**src/rtl/chan_sel_pkg.sv**
```systemverilog
package chan_sel_pkg;
  localparam int CODE_W = 2;
  localparam int HI_W   = 4;
  localparam int LO_W   = 3;
  localparam int HI_IW  = $clog2(HI_W);
  localparam int LO_IW  = $clog2(LO_W);

  typedef enum logic [CODE_W-1:0] {
    CH1 = 2'b00,
    CH2 = 2'b01,
    CH3 = 2'b10,
    CH4 = 2'b11
  } chan_e;

  localparam int HI_MAIN = 0;
  localparam int HI_AUX1 = 1;
  localparam int HI_AUX2 = 2;
  localparam int HI_PEAK = 3;
  localparam int LO_COM  = 0;
  localparam int LO_AUX1 = 1;
  localparam int LO_GND  = 2;
endpackage

```
**src/rtl/chan_step.sv**
```systemverilog
module chan_step
  import chan_sel_pkg::*;
(
  input  logic [CODE_W-1:0] cur_i,
  input  logic [CODE_W-1:0] code_i,
  input  logic              rot_i,
  output logic [CODE_W-1:0] nxt_o
);
  always_comb begin
    if (!rot_i) begin
      nxt_o = code_i;
    end else if (code_i == CH4) begin
      nxt_o = (cur_i == CH1) ? CH4 : CH1;   // two-pair rotation
    end else begin
      unique case (cur_i)
        CH1:     nxt_o = CH2;
        CH2:     nxt_o = CH3;
        default: nxt_o = CH1;
      endcase
    end
  end
endmodule

```
**src/rtl/peak_phase_reg.sv**
```systemverilog
module peak_phase_reg (
  input  logic clk_i,
  input  logic rst_ni,
  input  logic eoc_i,
  input  logic peak_ok_i,
  output logic peak_act_o,
  output logic phase_min_o
);
  always_ff @(posedge clk_i or negedge rst_ni) begin
    if (!rst_ni) begin
      peak_act_o  <= 1'b0;
      phase_min_o <= 1'b0;
    end else if (eoc_i) begin
      peak_act_o  <= peak_ok_i;
      // first peak conversion is a maximum
      phase_min_o <= peak_ok_i && peak_act_o && !phase_min_o;
    end
  end

  a_r7_alternate: assert property (@(posedge clk_i) disable iff (!rst_ni)
    eoc_i && peak_ok_i && peak_act_o |=> phase_min_o != $past(phase_min_o));
  a_r7_first_max: assert property (@(posedge clk_i) disable iff (!rst_ni)
    eoc_i && peak_ok_i && !peak_act_o |=> peak_act_o && !phase_min_o);
endmodule

```
**src/rtl/sel_decode.sv**
```systemverilog
module sel_decode
  import chan_sel_pkg::*;
(
  input  logic [CODE_W-1:0] cur_i,
  input  logic              peak_i,
  output logic [HI_W-1:0]   hi_o,
  output logic [LO_W-1:0]   lo_o
);
  logic [HI_IW-1:0] hi_idx;
  logic [LO_IW-1:0] lo_idx;

  always_comb begin
    if (peak_i) begin
      hi_idx = HI_IW'(HI_PEAK);
      lo_idx = LO_IW'(LO_GND);
    end else if (cur_i == CH4) begin
      hi_idx = HI_IW'(HI_AUX2);
      lo_idx = LO_IW'(LO_AUX1);
    end else begin
      hi_idx = HI_IW'(cur_i);
      lo_idx = LO_IW'(LO_COM);
    end
  end

  for (genvar i = 0; i < HI_W; i++) begin : g_hi
    assign hi_o[i] = (hi_idx == HI_IW'(i));
  end
  for (genvar j = 0; j < LO_W; j++) begin : g_lo
    assign lo_o[j] = (lo_idx == LO_IW'(j));
  end
endmodule

```
**src/rtl/chan_sel_ctrl.sv**
```systemverilog
module chan_sel_ctrl
  import chan_sel_pkg::*;
(
  input  logic              clk_i,
  input  logic              rst_ni,
  input  logic [CODE_W-1:0] chan_code_i,
  input  logic              rot_en_i,
  input  logic              peak_en_i,
  input  logic              pcal_en_i,
  input  logic              buzz_en_i,
  input  logic              eoc_i,
  output logic [HI_W-1:0]   hi_sel_o,
  output logic [LO_W-1:0]   lo_sel_o,
  output logic [CODE_W-1:0] res_chan_o,
  output logic              res_max_o,
  output logic              res_min_o
);
  logic [CODE_W-1:0] cur_q, nxt_ch;
  logic peak_ok, peak_act, phase_min;

  assign peak_ok = (peak_en_i || pcal_en_i) && !buzz_en_i;

  // no rotation step on the strobe that leaves peak mode
  chan_step u_step (
    .cur_i  (cur_q),
    .code_i (chan_code_i),
    .rot_i  (rot_en_i && !peak_ok && !peak_act),
    .nxt_o  (nxt_ch)
  );

  peak_phase_reg u_peak (
    .clk_i       (clk_i),
    .rst_ni      (rst_ni),
    .eoc_i       (eoc_i),
    .peak_ok_i   (peak_ok),
    .peak_act_o  (peak_act),
    .phase_min_o (phase_min)
  );

  sel_decode u_dec (
    .cur_i  (cur_q),
    .peak_i (peak_act),
    .hi_o   (hi_sel_o),
    .lo_o   (lo_sel_o)
  );

  always_ff @(posedge clk_i or negedge rst_ni) begin
    if (!rst_ni) begin
      cur_q      <= CH1;
      res_chan_o <= CH1;
      res_max_o  <= 1'b0;
      res_min_o  <= 1'b0;
    end else if (eoc_i) begin
      cur_q      <= nxt_ch;
      res_chan_o <= cur_q;
      res_max_o  <= peak_act && !phase_min;
      res_min_o  <= peak_act && phase_min;
    end
  end

  a_r4_hold: assert property (@(posedge clk_i) disable iff (!rst_ni)
    !eoc_i |=> $stable(hi_sel_o) && $stable(lo_sel_o) && $stable(res_chan_o)
               && $stable(res_max_o) && $stable(res_min_o));
  a_r8_excl: assert property (@(posedge clk_i) disable iff (!rst_ni)
    !(res_max_o && res_min_o));
  a_r8_peak_tag: assert property (@(posedge clk_i) disable iff (!rst_ni)
    eoc_i && hi_sel_o[HI_PEAK] |=> res_max_o || res_min_o);
  a_r9_buzz_block: assert property (@(posedge clk_i) disable iff (!rst_ni)
    eoc_i && buzz_en_i |=> !hi_sel_o[HI_PEAK] && !lo_sel_o[LO_GND]);
  a_r3_pair: assert property (@(posedge clk_i) disable iff (!rst_ni)
    eoc_i && !peak_ok && !rot_en_i && chan_code_i == CH4
      |=> hi_sel_o[HI_AUX2] && lo_sel_o[LO_AUX1]);
  a_r6_pair_rot: assert property (@(posedge clk_i) disable iff (!rst_ni)
    eoc_i && !peak_ok && !peak_act && rot_en_i && chan_code_i == CH4 && cur_q == CH1
      |=> hi_sel_o[HI_AUX2] && lo_sel_o[LO_AUX1]);
  a_r10_exit_peak: assert property (@(posedge clk_i) disable iff (!rst_ni)
    eoc_i && peak_act && !peak_ok |=> cur_q == $past(chan_code_i));
endmodule

```
**config.mk**
```make
export PLATFORM = sky130hd
export DESIGN_NAME = chan_sel_ctrl
export DESIGN_NICKNAME = d
export VERILOG_FILES = /design/src/rtl/chan_sel_pkg.sv /design/src/rtl/chan_step.sv /design/src/rtl/peak_phase_reg.sv /design/src/rtl/sel_decode.sv /design/src/rtl/chan_sel_ctrl.sv
export SDC_FILE = /design/constraint.sdc
export NUM_CORES = 1
export LEC_CHECK = 0
export ABC_AREA = 1
export BUFFER_PORTS_ARGS = -buffer_cell sky130_fd_sc_hd__buf_2
export CAP_MARGIN = 20
export CELL_PAD_IN_SITES_DETAIL_PLACEMENT = 1
export CELL_PAD_IN_SITES_GLOBAL_PLACEMENT = 2
export CORE_MARGIN = 3
export CORE_UTILIZATION = 23
export CTS_CLUSTER_DIAMETER = 60
export CTS_CLUSTER_SIZE = 25
export DETAILED_ROUTE_END_ITERATION = 16
export MAX_ROUTING_LAYER = met4
export PLACE_DENSITY = 0.83
export SLEW_MARGIN = 20
export SYNTH_ARGS = -nofsm -noshare
export SYNTH_HDL_FRONTEND = slang
export SYNTH_SLANG_ARGS = --single-unit
```
**constraint.sdc**
```tcl
create_clock -name clk_i -period 1.1 [get_ports clk_i]
set_clock_uncertainty 0.05 [all_clocks]
set_input_delay 0.11 -clock clk_i [delete_from_list [all_inputs] [get_ports clk_i]]
set_output_delay 0.11 -clock clk_i [all_outputs]
set_load 0.05 [all_outputs]
```
==> results.md, run 1 <==
* Design Power at 0.00117 W
* CTS tree: done
* FMAX at 0.751 GHz
* Crit path required time at 0.94 ns
* Most common cell in the netlist: nand2_1
* Drt total wl at 1.47 mm
* DRC violations left at 0
* Final Hold Vio Count at 0
* Largest cells by area after synthesis: dfrtp_1 44%, nand2_1 15%, inv_1 5.8%, nor2_1 5.0%, nand3_1 4.4%
* Synth top area share at 44.1%
* Vias per inst at 4.31
* Fin nets at 102
* Vias in the first global route at 468
* RSZ-0062 raised after global routing: yes
* Maximum fanout along the worst path at 3
* Slowest CP cell: dfrtp_1
* Worst-Margin Slew at 0.372 ns
* Initial drt markers at 4
* Initial Util at 25.2%
* Ant. Diodes at 0
* Global-route wire length before repair at 2.05 mm
* Failing checks: setup timing
* Setup violators final at 9
* Final Util at 46.5%
* Clock Sinks at 8
* Seq cells post-synth at 8
* DR pass1 iterations at 2
* Core ar. at 1800 um^2
* HPWL Detailed at 1.01 mm
* Final hold slack at 0.0630 ns
* Syn nets at 69
* Number of synthesized flops with an enable pin at 0
* Largest area contributor in the netlist: dfrtp_1
* Crit path DAT at 1.17 ns
* Max-cap violations at 0
* GRT Total Usage at 11.4%
* Reg-to-reg setup timing slack at -0.06 ns
* Fraction of layout instances using a drive strength above 1 at 58.2%
* PortBufs at 19
* GPL Wtd Cong at 0.702
* Unique cell type count in the Yosys netlist at 18
* Async SR Flop Fraction at 100%
* Syn. warnings at 0
* Clk buf depth at 2
* Slew headroom at 75.2%
* Setup crit start kind: flip-flop
* GRT overflow at 0
* Pwr dens at 1400 nW/um^2
* Cell-by-cell trace of the critical path: inv_2 -> buf_4 -> nor3_4 -> buf_6
* H-tree levels at 1
* Slew Viols, Final at 0
* Drt wl/cell at 12.7 um
* Status: finished, violations left
* Fillcell total at 223
* Die Height at 50.4 um
* Commonest cells in the netlist: 18 x nand2_1, 8 x dfrtp_1, 7 x inv_1
* Max incr delay on CP at 0.42 ns
* # rows at 15
* CTS buffer count at 3
* P_leak at 0.429 nW
* Post-DP Area at 649 um^2
* Hold Path Class: input pin to flip-flop
* Critical path class: flip-flop to output pin
* Layout Cell Area excl Fill at 837 um^2
* Mapped Area at 454 um^2
* Antenna violations before repair at 0
* Clock transition at the registers of the reported paths at 0.06 ns
* Worst IR Drop VDD at 0.453 mV
* Final antenna-violating net count at 0
* Clk Latency, worst-skew pair at 0.26 ns
* Die Width at 50.4 um
* Full die area at 2540 um^2
* Final Critical Period at 1.33 ns
* Largest net degree at the start of global routing at 12
* Share of the yosys chip area belonging to registers at 44.1%
* Main synth FF type: dfrtp_1
* Setup WS post-layout at -0.232 ns
* I/O Pins at 20
* Syn-to-layout area delta at 84.3%
* Setup crit end kind: output pin
* Period Utilization, post-route at 121%
* CTS root buf: clkbuf_4
* Routed via count at 500
* Cell count after synthesis at 60
* Syn avg cell area at 7.57 um^2
-- routing by layer --
layer	track usage, %	vias to the layer above	part of all wire (%)
li1	-	247	-
met1	11.5	236	36
met2	20.0	13	58
met3	2.67	4	4.6
met4	6.73	0	1.8
met5	-	-	0
-- critical path, delay by kind of cell, from the launching register on --
kind / cells / cell delay (ns)
AND/OR/NAND/NOR: 1 / 0.11
buffers and inverters: 3 / 0.38
flip-flops: 1 / 0.42
-- state kept, by name, indices dropped and copies added (netlist names) --
| signal | flops |
|---|---|
| res_max_o | 1 |
| u_peak.peak_act_o | 1 |
| u_peak.phase_min_o | 1 |
| res_min_o | 1 |
| res_chan_o | 2 |
| cur_q | 2 |
-- worst paths after layout --
check	from	end	cells after the start
max	cur_q[0]	lo_sel_o[1]	4
min	eoc_i	u_peak.phase_min_o	2
max reg2reg	cur_q[0]	cur_q[1]	8
min reg2reg	res_max_o	res_max_o	2
max in group asynchronous	rst_ni	u_peak.peak_act_o	2
min in group asynchronous	rst_ni	cur_q[0]	2
-- timing repair --
action / 4_1_cts / 5_1_grt
gates cloned: 0 / 0
buffers inserted: 1 / 4
resized for setup: 25 / 12
pin swaps: 2 / 7
endpoints found under the setup margin: 9 / 11
endpoints found under the hold margin: 8 / 0
hold buffers: 1 / 0
-- kinds of logic after synthesis --
family	Yosys count	synth area share, %
compound gates	7	11.6
buf+inv	13	13.8
flops	8	44.1
simple gates	32	30.6
-- final cells by class --
| type | instances | area (um^2) | share of cell area [%] |
|---|---|---|---|
| inverters | 9 | 38.8 | 4.63 |
| clock buffers | 3 | 22.5 | 2.69 |
| repair buffers | 32 | 273 | 32.6 |
| flip-flops and latches | 8 | 201 | 24.1 |
| multi-input cells | 39 | 270 | 32.3 |
| well taps | 25 | 31.3 | 3.74 |
-- power by group --
| part | switching [W] | total [W] | internal (W) |
|---|---|---|---|
| Combinational | 0.000349 | 0.000578 | 0.000229 |
| Clock | 0.000112 | 0.000238 | 0.000126 |
| Sequential | 0.0000258 | 0.000352 | 0.000326 |
-- layout by cell type (no fill, tap or decap), drive strengths merged --
cell type,n
nor3,1
nand3,4
dlygate4sd3,1
nor2,6
o31ai,1
o21bai,1
dfrtp,8
o22ai,1
nand2,21
buf,31
inv,8
clkinv,1
a21oi,1
o21ai,3
clkbuf,3
-- per-stage QoR --
step	setup WS, ns	setup TNS, ns	std cells
floorplan	-0.0438	-0.110	60
global placement	-0.0107	-0.0200	108
detailed placement	-0.0787	-0.150	108
CTS	-0.190	-1.22	113
global route	-0.300	-1.99	116
finish	-0.232	-1.52	116
Power figures use the tool's default switching activity.
==> run 2: changes to the inputs <==
--- a/config.mk
+++ b/config.mk
@@ -11,13 +11,15 @@
 export CELL_PAD_IN_SITES_DETAIL_PLACEMENT = 1
 export CELL_PAD_IN_SITES_GLOBAL_PLACEMENT = 2
 export CORE_MARGIN = 3
-export CORE_UTILIZATION = 23
+export CORE_UTILIZATION = 22
 export CTS_CLUSTER_DIAMETER = 60
 export CTS_CLUSTER_SIZE = 25
 export DETAILED_ROUTE_END_ITERATION = 16
 export MAX_ROUTING_LAYER = met4
-export PLACE_DENSITY = 0.83
+export PLACE_DENSITY = 0.82
+export SETUP_SLACK_MARGIN = 0.15
 export SLEW_MARGIN = 20
 export SYNTH_ARGS = -nofsm -noshare
 export SYNTH_HDL_FRONTEND = slang
+export SYNTH_HIERARCHICAL = 1
 export SYNTH_SLANG_ARGS = --single-unit
==> results.md, run 2 <==
* Setup WS post-layout at -0.213 ns (+0.0196 ns)
* Max incr delay on CP at 0.44 ns (+0.02 ns)
* Slew headroom at 79.8% (+4.6 points)
* Largest cells by area after synthesis: dfrtp_1 44%, inv_1 12%, nand2_1 12%, nor2_1 7.4%, o21ai_0 4.4%
* Buffers and inverters on the worst path at 2 (-1)
* Drt total wl at 1.40 mm (-4.6%)
* Pwr dens at 1390 nW/um^2 (-0.26%)
* Seq cells post-synth at 8 (unchanged)
* Dpl ws at -0.0827 ns (-0.00403 ns)
* DR pass1 iterations at 2 (unchanged)
* GPL Wtd Cong at 0.652 (-7.1%)
* Unique cell type count in the Yosys netlist at 15 (-3)
* Footprint of the multi-input gates at 244 um^2 (-9.7%)
* FMAX at 0.762 GHz (+1.5%)
* Setup violators final at 9 (unchanged)
* Syn. warnings at 6 (+6)
* Failing checks: setup timing
* Slew Viols, Final at 0 (unchanged)
* Setup TNS Final at -1.53 ns (-0.0102 ns)
* Top delay family on crit path: flip-flops
* H-tree levels at 1 (unchanged)
* # rows at 15 (unchanged)
* Final Critical Period at 1.31 ns (-0.0196 ns)
* Setup crit end kind: output pin
* DRC violations left at 0 (unchanged)
* Period Utilization, post-route at 119% (-1.8 points)
* Core ar. at 1840 um^2 (+2.1%)
* Final Hold Vio Count at 0 (unchanged)
* PortBufs at 19 (unchanged)
* Clock transition at the registers of the reported paths at 0.07 ns (about the same)
* Critical Path Stages at 3 (-1)
* Cells on Worst Hold Path at 5 (+3)
* Syn-to-layout area delta at 84.9%
* GRT Total Usage at 12.4% (+1.0 points)
* Crit path DAT at 1.15 ns (-0.02 ns)
* Number of synthesized flops with an enable pin at 0 (unchanged)
* Clk Latency, worst-skew pair at 0.27 ns (about the same)
* CTS buffer count at 3 (unchanged)
* Fraction of layout instances using a drive strength above 1 at 58.0% (-0.24 points)
* Commonest cells in the netlist: 15 x inv_1, 15 x nand2_1, 9 x nor2_1
* Commonest cells after routing, fill and taps aside: 13 x nand2_1, 12 x buf_6, 10 x inv_1, 10 x buf_4, 9 x buf_2
* Worst IR Drop VDD at 0.477 mV (+5.3%)
* Hold Path Class: input pin to flip-flop
* Cell-by-cell trace of the critical path: buf_6 -> a21oi_4 -> buf_6
* GRT overflow at 0 (unchanged)
* RSZ-0062 raised after global routing: yes
* Largest net degree at the start of global routing at 16 (+4)
* Most common cell after layout, fill and taps aside: nand2_1
* Routed via count at 528 (+5.6%)
* Drt wl/cell at 11.2 um (-11%)
* I/O Pins at 20 (unchanged)
* Global-route wire length before repair at 2.32 mm (+13%)
* Crit path required time at 0.94 ns (about the same)
* P_leak at 0.438 nW (+2.0%)
* Top cell by count, worst path: buf_6
* Main synth FF type: dfrtp_1
* Full die area at 2660 um^2 (+4.5%)
* Mapped Area at 457 um^2 (+0.55%)
* Fillcell total at 246 (+10%)
* Maximum fanout along the worst path at 5 (+2)
* Antenna violations before repair at 0 (unchanged)
* Vias in the first global route at 548 (+17%)
* Vias per inst at 4.22 (-2.0%)
* Synth top area share at 43.8% (-0.24 points)
* Async SR Flop Fraction at 100% (unchanged)
* Final antenna-violating net count at 0 (unchanged)
* Slowest CP cell: dfrtp_2
* Setup crit start kind: flip-flop
* Final hold slack at 0.111 ns (+0.0484 ns)
* R2r worst-path depth at 9 (+1)
* Status: finished, violations left
* Fin nets at 110 (+7.8%)
* Critical path class: flip-flop to output pin
* Share of the yosys chip area belonging to registers at 43.8% (-0.24 points)
* Die Height at 51.6 um (+2.2%)
* HPWL Detailed at 916 um (-9.4%)
* Worst-Margin Slew at 0.303 ns (-0.0691 ns)
* Ant. Diodes at 0 (unchanged)
* CTS tree: done
* Largest registers: cur_q: 2 flops, res_chan_o: 2 flops
* Die Width at 51.6 um (+2.2%)
* Clk buf depth at 2 (unchanged)
* Syn avg cell area at 6.92 um^2 (-8.6%)
* Clock Sinks at 8 (unchanged)
* Largest area contributor in the netlist: dfrtp_1
* Syn nets at 75 (+8.7%)
* CTS root buf: clkbuf_4
* Initial drt markers at 1 (-3)
* Max-cap violations at 0 (unchanged)
* Cell count after synthesis at 66 (+10%)
* Initial Util at 24.8% (-0.38 points)
* Sequential cell area at 203 um^2 (+0.62%)
-- run 2: per-layer routing --
metal	vias to the layer above	GRT usage [%]	wire length, um
li1	260	-	-
met1	245	11.4	512
met2	19	23.7	778
met3	4	1.72	54
met4	0	7.86	57
met5	-	-	0
-- run 2: logic make-up (layout without fill, tap and decap cells) --
kind of cell	Yosys count	count (layout)	share of synthesized area, %
buffers and inverters	19	53	17.3
DFF	8	8	43.8
and+or+nand+nor	30	30	28.2
AOI/OAI and AO/OA	9	9	10.7
-- run 2: worst paths after layout --
check | endpoint | slack (ns) | startpoint
max in group asynchronous | cur_q[0] | 0.60 | rst_ni
min in group asynchronous | cur_q[1] | 0.20 | rst_ni
setup / recovery | lo_sel_o[0] | -0.21 | u_peak/peak_act_o
hold / removal | cur_q[1] | 0.11 | chan_code_i[1]
hold reg to reg | u_peak/phase_min_o | 0.49 | u_peak/phase_min_o
setup reg to reg | cur_q[1] | -0.14 | u_peak/peak_act_o
-- run 2: area by class of cell --
type | instances | area share [%]
Sequential cell | 8 | 24.0
Multi-Input combinational cell | 39 | 28.9
Inverter | 16 | 7.11
Tap cell | 25 | 3.70
Clock buffer | 4 | 3.11
Timing Repair Buffer | 33 | 33.2
-- run 2: tightest hold or removal path, delay by kind of cell --
kind / cells / cell delay [ns]
buffers and inverters: 1 / 0.08
AND/OR/NAND/NOR: 3 / 0.17
AO/OA/AOI/OAI: 1 / 0.05
-- run 2: power by group --
part | switching (W) | leakage, nW | total (W) | internal (W)
Combinational | 0.000327 | 0.325 | 0.000552 | 0.000225
Clock | 0.000120 | 0.0150 | 0.000260 | 0.000140
Sequential | 0.0000366 | 0.0981 | 0.000364 | 0.000327
Total | 0.000484 | 0.438 | 0.00118 | 0.000692
-- run 2: stage by stage --
stage	std cells	power, W	instance area (um^2)	utilization (%)
final	125	0.00118	845	45.9
after detailed placement	110	0.000751	617	33.5
after CTS	121	0.00113	795	43.2
after global placement	110	0.000742	617	33.5
after global routing	125	0.00124	845	45.9
after floorplan	66	0.000649	487	-
-- run 2: timing repair --
action                                 4_1_cts  5_1_grt
gates resized for setup                     31       11
setup endpoints to repair                   14       16
setup buffers                                6        4
hold buffers                                 1        0
pin swaps                                    3        2
gates cloned                                 0        0
endpoints found under the hold margin        8        0
==> run 3: changes to the inputs <==
--- a/config.mk
+++ b/config.mk
@@ -16,7 +16,7 @@
 export CTS_CLUSTER_SIZE = 25
 export DETAILED_ROUTE_END_ITERATION = 16
 export MAX_ROUTING_LAYER = met4
-export PLACE_DENSITY = 0.82
+export PLACE_DENSITY_LB_ADDON = 0.3
 export SETUP_SLACK_MARGIN = 0.15
 export SLEW_MARGIN = 20
 export SYNTH_ARGS = -nofsm -noshare
==> results.md, run 3 (synthesis results as in run 2) <==
* Maximum fanout along the worst path at 6 (+1)
* CTS buffer count at 3 (unchanged)
* Die Height at 51.6 um (unchanged)
* Worst-Margin Slew at 0.282 ns (-0.0208 ns)
* P_leak at 0.425 nW (-3.0%)
* Hold path endpoint: u_peak/peak_act_o
* Worst IR Drop VDD at 0.641 mV (+34%)
* Slew Viols, Final at 0 (unchanged)
* Initial Util at 24.8% (unchanged)
* Cells on Worst Hold Path at 4 (-1)
* Setup crit start kind: flip-flop
* CTS tree: done
* Die Width at 51.6 um (unchanged)
* Fin nets at 106 (-3.6%)
* GRT Total Usage at 11.1% (-1.3 points)
* Slew headroom at 81.2% (+1.4 points)
* # rows at 15 (unchanged)
* Routed via count at 488 (-7.6%)
* Initial drt markers at 2 (+1)
* Crit path DAT at 1.12 ns (-0.03 ns)
* Largest registers: cur_q: 2 flops, res_chan_o: 2 flops
* Clock transition at the registers of the reported paths at 0.06 ns (about the same)
* Clk Latency, worst-skew pair at 0.25 ns (-0.02 ns)
* Setup WS post-layout at -0.181 ns (+0.0318 ns)
* Critical path class: flip-flop to output pin
* Period Utilization, post-route at 116% (-2.9 points)
* Setup TNS Final at -0.990 ns (+0.539 ns)
* Largest net degree at the start of global routing at 16 (unchanged)
* Post-DP Area at 609 um^2 (-1.2%)
* RSZ-0062 raised after global routing: yes
* Reg-to-reg setup timing slack at -0.03 ns (+0.11 ns)
* Clock Sinks at 8 (unchanged)
* Syn-to-layout area delta at 85.5%
* Final Critical Period at 1.28 ns (-0.0318 ns)
* Drt total wl at 1.29 mm (-7.9%)
* Core ar. at 1840 um^2 (unchanged)
* Max-cap violations at 0 (unchanged)
* Fraction of layout instances using a drive strength above 1 at 57.3% (-0.71 points)
* Reg2reg start: u_peak/peak_act_o
* DRC violations left at 0 (unchanged)
* Hold Crit Start: buzz_en_i
* Antenna violations before repair at 0 (unchanged)
* FMAX at 0.781 GHz (+2.5%)
* Setup violators final at 9 (unchanged)
* H-tree levels at 1 (unchanged)
* Vias in the first global route at 524 (-4.4%)
* Final Hold Vio Count at 0 (unchanged)
* Critical R2R Capture: cur_q[0]
* Drt wl/cell at 10.7 um (-4.9%)
* Vias per inst at 4.03 (-4.5%)
* Final antenna-violating net count at 0 (unchanged)
* GPL Wtd Cong at 0.623 (-4.4%)
* Setup crit end kind: output pin
* Crit path required time at 0.94 ns (about the same)
* I/O Pins at 20 (unchanged)
* CTS root buf: clkbuf_4
* Full die area at 2660 um^2 (unchanged)
* DR pass1 iterations at 2 (unchanged)
* Ant. Diodes at 0 (unchanged)
* Global-route wire length before repair at 2.10 mm (-9.2%)
* PortBufs at 19 (unchanged)
* R2r worst-path depth at 8 (-1)
* GRT overflow at 0 (unchanged)
* HPWL Detailed at 892 um (-2.6%)
* Hold Path Class: input pin to flip-flop
* Commonest cells after routing, fill and taps aside: 12 x nand2_1, 12 x buf_6, 11 x inv_1
* Layout Cell Area excl Fill at 847 um^2 (+0.30%)
* Status: finished, violations left
* Failing checks: setup timing
* Clk buf depth at 2 (unchanged)
* Pwr dens at 1370 nW/um^2 (-1.6%)
==> run 3: cell count changes in the layout (fill, tap and decap cells not counted), sizes merged <==
| cell | previous run | this run |
|---|---|---|
| buf | 32 | 28 |
==> run 3: worst max path at each step <==
stage	depth (start not counted)	to	slack (ns)	from
finish	3	lo_sel_o[0]	-0.18	u_peak/peak_act_o
global route	3	lo_sel_o[0]	-0.23	u_peak/peak_act_o
CTS	3	lo_sel_o[0]	-0.18	cur_q[1]
detailed placement	8	cur_q[0]	-0.07	u_peak/peak_act_o
global placement	8	cur_q[1]	-0.07	u_peak/peak_act_o
floorplan	8	cur_q[0]	-0.01	u_peak/peak_act_o
==> run 3: through the flow <==
| step | cells | setup slack (ns) | utilization, % | total power [W] | hold WS, ns |
|---|---|---|---|---|---|
| 2_1_floorplan | 66 | -0.0139 | - | 0.000649 | -0.236 |
| 4_1_cts | 119 | -0.176 | 41.8 | 0.00112 | 0.112 |
| 5_1_grt | 121 | -0.231 | 46.1 | 0.00123 | 0.149 |
| 3_3_place_gp | 109 | -0.0707 | 33.1 | 0.000740 | -0.0888 |
| 3_5_place_dp | 109 | -0.0693 | 33.1 | 0.000745 | -0.0860 |
| 6_report | 121 | -0.181 | 46.1 | 0.00116 | 0.133 |
==> run 3: cell type report <==
| cell class | instances | area, um^2 |
|---|---|---|
| Clock buffer | 4 | 26.3 |
| Timing Repair Buffer | 29 | 275 |
| Fill cell | 240 | 992 |
| Multi-Input combinational cell | 39 | 248 |
| Sequential cell | 8 | 204 |
| Inverter | 16 | 62.6 |
| Tap cell | 25 | 31.3 |
==> run 3: worst max-delay path, stage by stage (launching register included) <==
cell     delay, ns
dfrtp_2       0.43
buf_8         0.15
a21oi_4       0.13
buf_8         0.16
==> run 3: repair_timing <==
item                                    4_1_cts  5_1_grt
pin swaps                                     0        1
resized for setup                            30       19
hold buffers                                  1        0
endpoints found under the setup margin       14       17
setup buffers                                 5        2
hold endpoints to repair                      8        0
==> run 3: power by group <==
| group | internal, W | switching, W | leakage [nW] | total, W |
|---|---|---|---|---|
| sequential | 0.000328 | 0.0000391 | 0.0969 | 0.000367 |
| clock | 0.000139 | 0.000102 | 0.0150 | 0.000241 |
| combinational | 0.000227 | 0.000325 | 0.313 | 0.000552 |
| total | 0.000694 | 0.000466 | 0.425 | 0.00116 |
==> run 3: layer usage <==
metal / track usage, % / share of wire [%]
met3: 2.01 / 4.4
met2: 18.6 / 52
met4: 5.24 / 0
met5: - / 0
met1: 12.7 / 44
